`config.mk`:
```
export PLATFORM = sky130hd
export DESIGN_NAME = bl_pwm_top
export DESIGN_NICKNAME = d
export VERILOG_FILES = /design/src/rtl/bl_pwm_pkg.sv /design/src/rtl/bl_pwm_shadow.sv /design/src/rtl/bl_pwm_prescaler.sv /design/src/rtl/bl_pwm_stepper.sv /design/src/rtl/bl_pwm_out.sv /design/src/rtl/bl_pwm_top.sv
export SDC_FILE = /design/constraint.sdc
export NUM_CORES = 1
export LEC_CHECK = 0
export ABC_CLOCK_PERIOD_IN_PS = 4100
export CELL_PAD_IN_SITES_DETAIL_PLACEMENT = 0
export CELL_PAD_IN_SITES_GLOBAL_PLACEMENT = 1
export CORE_UTILIZATION = 40
export CTS_CLUSTER_SIZE = 40
export DETAILED_ROUTE_END_ITERATION = 8
export MAX_ROUTING_LAYER = met4
export PLACE_DENSITY_LB_ADDON = 0.1
export SYNTH_ARGS = -nofsm -noshare
export SYNTH_HDL_FRONTEND = slang
export SYNTH_HIERARCHICAL = 1
export SYNTH_SLANG_ARGS = --single-unit
```
`constraint.sdc`:
```
create_clock -name clk -period 4.1 [get_ports clk]
set_input_delay 0.82 -clock clk [delete_from_list [all_inputs] [get_ports clk]]
set_output_delay 0.82 -clock clk [all_outputs]
set_load 0.05 [all_outputs]
```
`src/rtl/bl_pwm_pkg.sv`:
```
package bl_pwm_pkg;

  // Pin function codes seen on pin_fn_i
  typedef enum logic [1:0] {
    PINF_IN   = 2'b00,
    PINF_OUT  = 2'b01,
    PINF_PWM  = 2'b10,
    PINF_RSVD = 2'b11
  } pin_fn_e;

  // Effective prescale: zero is promoted to one
  function automatic logic [31:0] eff_div(input logic [31:0] pre);
    return (pre == 32'd0) ? 32'd1 : pre;
  endfunction

  // Output level for a given step under given shadow values
  function automatic logic duty_on(input logic [31:0] step,
                                   input logic [31:0] level,
                                   input logic [31:0] scale);
    if (level == 32'd0)       return 1'b0;
    else if (level >= scale)  return 1'b1;
    else                      return (step < level);
  endfunction

endpackage

```
`src/rtl/bl_pwm_shadow.sv`:
```
module bl_pwm_shadow #(
  parameter int LVL_W = 16,
  parameter int PRE_W = 8
) (
  input  logic             clk,
  input  logic             rst,
  input  logic             load,
  input  logic [LVL_W-1:0] level_i,
  input  logic [LVL_W-1:0] scale_i,
  input  logic [PRE_W-1:0] pre_i,
  output logic [LVL_W-1:0] level_q,
  output logic [LVL_W-1:0] scale_q,
  output logic [PRE_W-1:0] pre_q,
  output logic [LVL_W-1:0] level_d,
  output logic [LVL_W-1:0] scale_d,
  output logic             primed
);
  logic [PRE_W-1:0] pre_d;

  assign level_d = load ? level_i : level_q;
  assign scale_d = load ? scale_i : scale_q;
  assign pre_d   = load ? pre_i   : pre_q;

  always_ff @(posedge clk) begin
    if (rst) begin
      level_q <= '0;
      scale_q <= '0;
      pre_q   <= '0;
      primed  <= 1'b0;
    end else begin
      level_q <= level_d;
      scale_q <= scale_d;
      pre_q   <= pre_d;
      primed  <= 1'b1;
    end
  end
endmodule

```
`src/rtl/bl_pwm_prescaler.sv`:
```
module bl_pwm_prescaler #(
  parameter int PRE_W = 8
) (
  input  logic             clk,
  input  logic             rst,
  input  logic             run,
  input  logic             restart,
  input  logic [PRE_W-1:0] div,
  output logic             tick,
  output logic [PRE_W-1:0] cnt_o
);
  logic [PRE_W-1:0] cnt;
  logic [PRE_W-1:0] last;

  assign last  = (div == '0) ? '0 : div - PRE_W'(1);
  assign tick  = run && (cnt == last);
  assign cnt_o = cnt;

  always_ff @(posedge clk) begin
    if (rst || restart)  cnt <= '0;
    else if (run)        cnt <= tick ? '0 : cnt + PRE_W'(1);
  end
endmodule

```
`src/rtl/bl_pwm_stepper.sv`:
```
module bl_pwm_stepper #(
  parameter int LVL_W = 16
) (
  input  logic             clk,
  input  logic             rst,
  input  logic             restart,
  input  logic             tick,
  input  logic [LVL_W-1:0] limit,
  output logic [LVL_W-1:0] step_q,
  output logic [LVL_W-1:0] step_d,
  output logic             wrap
);
  assign wrap   = tick && (step_q == limit);
  assign step_d = restart ? '0 : (tick ? step_q + LVL_W'(1) : step_q);

  always_ff @(posedge clk) begin
    if (rst) step_q <= '0;
    else     step_q <= step_d;
  end
endmodule

```
`src/rtl/bl_pwm_out.sv`:
```
module bl_pwm_out #(
  parameter int LVL_W = 16
) (
  input  logic             clk,
  input  logic             rst,
  input  logic [LVL_W-1:0] step_d,
  input  logic [LVL_W-1:0] level_d,
  input  logic [LVL_W-1:0] scale_d,
  output logic             pwm_q
);
  import bl_pwm_pkg::*;

  logic pwm_d;
  assign pwm_d = duty_on(32'(step_d), 32'(level_d), 32'(scale_d));

  always_ff @(posedge clk) begin
    if (rst) pwm_q <= 1'b0;
    else     pwm_q <= pwm_d;
  end
endmodule

```
`src/rtl/bl_pwm_top.sv`:
```
module bl_pwm_top #(
  parameter int LVL_W = 16,
  parameter int PRE_W = 8
) (
  input  logic             clk,
  input  logic             rst,
  input  logic [LVL_W-1:0] level_i,
  input  logic [LVL_W-1:0] scale_i,
  input  logic [PRE_W-1:0] prediv_i,
  input  logic [1:0]       pin_fn_i,
  input  logic             gpio_val_i,
  output logic             pin_o
);
  import bl_pwm_pkg::*;

  // Named internal events, observed by the bound checker
  logic             primed;
  logic             boundary;
  logic             tick;
  logic             wrap;
  logic [PRE_W-1:0] pre_cnt;
  logic [LVL_W-1:0] step_q, step_d;
  logic [LVL_W-1:0] sh_level, sh_scale, level_d, scale_d;
  logic [PRE_W-1:0] sh_pre;
  logic             pwm_q;

  assign boundary = !primed || wrap;

  bl_pwm_shadow #(.LVL_W(LVL_W), .PRE_W(PRE_W)) u_shadow (
    .clk(clk), .rst(rst), .load(boundary),
    .level_i(level_i), .scale_i(scale_i), .pre_i(prediv_i),
    .level_q(sh_level), .scale_q(sh_scale), .pre_q(sh_pre),
    .level_d(level_d), .scale_d(scale_d), .primed(primed)
  );

  bl_pwm_prescaler #(.PRE_W(PRE_W)) u_pre (
    .clk(clk), .rst(rst), .run(primed), .restart(boundary),
    .div(sh_pre), .tick(tick), .cnt_o(pre_cnt)
  );

  bl_pwm_stepper #(.LVL_W(LVL_W)) u_step (
    .clk(clk), .rst(rst), .restart(boundary), .tick(tick),
    .limit(sh_scale), .step_q(step_q), .step_d(step_d), .wrap(wrap)
  );

  bl_pwm_out #(.LVL_W(LVL_W)) u_out (
    .clk(clk), .rst(rst), .step_d(step_d),
    .level_d(level_d), .scale_d(scale_d), .pwm_q(pwm_q)
  );

  assign pin_o = (pin_fn_e'(pin_fn_i) == PINF_PWM) ? pwm_q : gpio_val_i;
endmodule

```
==> impl_metrics.yaml <==
global_route:
  grt_max_degree: 34
  gr-total-overflow: 0
  grt_pass1_vias: 3574
  grtUsageTotal_pct: 22.3
  grt_pass1_wl_um: 18300
  grt_antenna_before_repair: 0
placement:
  hpwl_um: 8520
  place_inst: 679
  dpl_cell_area_um2: 5270
  portBuffers: 45
  gp_congestion: 0.816
  post-place-ws_ns: -0.275
critical_path:
  r2r_end: "u_out/pwm_q"
  reg2reg_depth: 18
  r2r_slack_ns: -0.21
  timing.rr.start: "u_shadow/pre_q[0]"
  worst_setup_path_start_kind: "flop"
  crit_arrival_ns: 4.55
  cp_data_required_time_ns: 4.34
  critPathCaptureType: "flop"
  path_max_fanout: 4
  crit_type: "flop to flop"
sta:
  relSlewSlack_pct: 40.5
  worstMarginPinSlew_ns: 0.892
  hold_violations: 0
  skew_ns: 0.0166
  rsz0062_at_grt: "yes"
  finalSetupTns_ns: -0.214
  post-route-period-util_pct: 105
  max_freq_ghz: 0.232
  whs_ns: 0.564
  fin_ws_ns: -0.214
  slew_viol_final: 0
  setup_viol: 1
  fin_crit_ns: 4.31
logic_synthesis:
  ys_seq_area_share_pct: 30.4
  synth_top_area_share_pct: 30.4
  async_flop_share_pct: 0
  ys_types: 60
  synth.largest_area_cell: "dfxtp_1"
  syn-cell-area_um2: 4350
  syn_nets: 545
  yosysWarnings: 6
  syn_inst: 466
  synth_flop_cell: "dfxtp_1"
  synth_edf_count: 0
  synth_common_cells: "66 x dfxtp_1, 39 x inv_1, 39 x nor2_1, 34 x ha_1, 33 x mux2_4"
  postSynthAreaPerCell_um2: 9.33
  synth-seq-cells: 66
  synth.most_common_cell: "dfxtp_1"
  synth_area_leaders: "dfxtp_1 30%, mux2_4 11%, ha_1 9.8%"
power:
  powerDensity_nw_per_um2: 299
  power_mw: 1.69
  irDropWorstVdd_mv: 0.240
  leakage_nw: 2.40
drt:
  vias: 3531
  drt-initial-drc-count: 187
  drt_wl_total_um: 11200
  wl_per_cell_um: 16.0
  drt_first_pass_iters: 5
  route.detailed.drc: 0
  drtAntennaViolNets: 0
  via_per_inst: 5.05
cts:
  clk_pin_slew_worst_paths_ns: 0.08
  ctsHoldBuffers: 0
  ctsRootBufferMaster: "clkbuf_8"
  cts.sinks: 66
  cts_buffers: 9
  clk_path_buf_depth: 2
  htree_levels: 3
  cts_tree: "built"
  clock_latency_ns: 0.37
finish:
  insertedDiodeCount: 0
  final_area_um2: 5650
  drive_gt1_share_pct: 26.3
  final_net_count: 639
  post-route-util_pct: 54.2
  instances_no_fill: 699
  synthToLayoutAreaGrowth_pct: 29.9
floorplan:
  core_um2: 10400
  initial_core_util_pct: 41.7
  ioPinCount: 46
  die_area_um2: 11300
  dieWidth_um: 106
  chipHeight_um: 106
  rows: 37
status:
  status: "finished with violations"
  violations: "setup timing"
min_path:
  hold_depth: 2
  min_from: "u_step/step_q[15]"
  min_to: "u_step/step_q[15]"
  worstHoldPathType: "flop to flop"
job:
  cap_violations: 0
where the power goes:
part | leakage, nW | internal [mW] | total (mW) | switching, mW
registers | 0.541 | 0.667 | 0.686 | 0.0189
clock network | 0.105 | 0.351 | 0.602 | 0.251
logic | 1.75 | 0.222 | 0.399 | 0.177
total | 2.40 | 1.24 | 1.69 | 0.447
critical path: stages (launching register included):
cell and delay [ns]:
dfxtp_2 0.34, inv_1 0.06, ha_2 0.18, or3b_4 0.39
or3_1 0.39, nand3_1 0.12, o211ai_1 0.11, nor4b_2 0.22
buf_4 0.17, nand4_4 0.10, nor4_4 0.42, and3_4 0.26
mux2_2 0.35, ha_4 0.26, nand4_1 0.12, nor3_2 0.26
nand2_1 0.08, o211ai_1 0.21, a41oi_2 0.14
kinds of logic (layout without fill, tap and decap cells):
| group | Yosys count | count (layout) | share of synthesized area (%) |
|---|---|---|---|
| AO/OA/AOI/OAI | 55 | 55 | 9.38 |
| XOR/XNOR | 36 | 36 | 7.25 |
| adder cells (fa/ha/maj) | 34 | 34 | 9.79 |
| buffers and inverters | 59 | 154 | 6.91 |
| flip-flops | 66 | 66 | 30.4 |
| multiplexers | 44 | 44 | 14.0 |
| AND/OR/NAND/NOR | 172 | 174 | 22.3 |
metal layers:
metal	GRT usage (%)	up-vias	wire length, um
li1	-	1818	-
met1	29.8	1649	5690
met2	33.3	53	4990
met3	5.70	11	404
met4	5.95	0	123
met5	-	-	0
worst max path at each step:
stage | startpoint | end | cells after the start
after global placement | u_shadow/pre_q[0] | u_out/pwm_q | 16
after floorplan | u_shadow/pre_q[0] | u_out/pwm_q | 16
after detailed placement | u_shadow/pre_q[0] | u_out/pwm_q | 16
final | u_shadow/pre_q[0] | u_out/pwm_q | 18
after global routing | u_shadow/pre_q[0] | u_out/pwm_q | 16
after CTS | u_shadow/pre_q[0] | u_out/pwm_q | 16
cell type report:
class	count	area (um2)
Clock inverter	3	65.1
Fill cell	948	4770
Timing Repair Buffer	101	887
Multi-Input combinational cell	343	2910
Inverter	39	146
Clock buffer	11	141
Tap cell	136	170
Sequential cell	66	1320
timing repair:
item,in CTS,in global routing
gates cloned,2,0
setup endpoints to repair,1,1
endpoints found under the hold margin,0,0
setup buffers,2,2
pin swaps,8,14
resized for setup,12,10
registers in the layout, summed over array words and instances (netlist names):
| signal | cells |
|---|---|
| u_out/pwm_q | 1 |
| u_pre/cnt_o | 8 |
| u_shadow/level_q | 16 |
| u_shadow/pre_q | 8 |
| u_shadow/primed | 1 |
| u_shadow/scale_q | 16 |
| u_step/step_q | 16 |
placed cells by master (no fill, tap or decap), types with 5 or more instances in the layout:
| cell type | synthesis | routed |
|---|---|---|
| a21oi_1 | 19 | 17 |
| o21ai_0 | 8 | 5 |
| inv_1 | 39 | 39 |
| mux2i_1 | 9 | 9 |
| nand3_1 | 9 | 9 |
| clkbuf_8 | 0 | 10 |
| nand2_1 | 22 | 22 |
| ha_1 | 34 | 30 |
| buf_4 | 1 | 54 |
| dfxtp_1 | 66 | 65 |
| xnor2_1 | 24 | 24 |
| clkdlybuf4s50_1 | 0 | 45 |
| nand4_1 | 13 | 13 |
| nor3_1 | 15 | 14 |
| and2_1 | 30 | 30 |
| nor4_1 | 9 | 7 |
| xor2_1 | 12 | 12 |
| nor2_1 | 39 | 39 |
| mux2_4 | 33 | 34 |
Note: power is estimated with default switching activity, not from simulation.
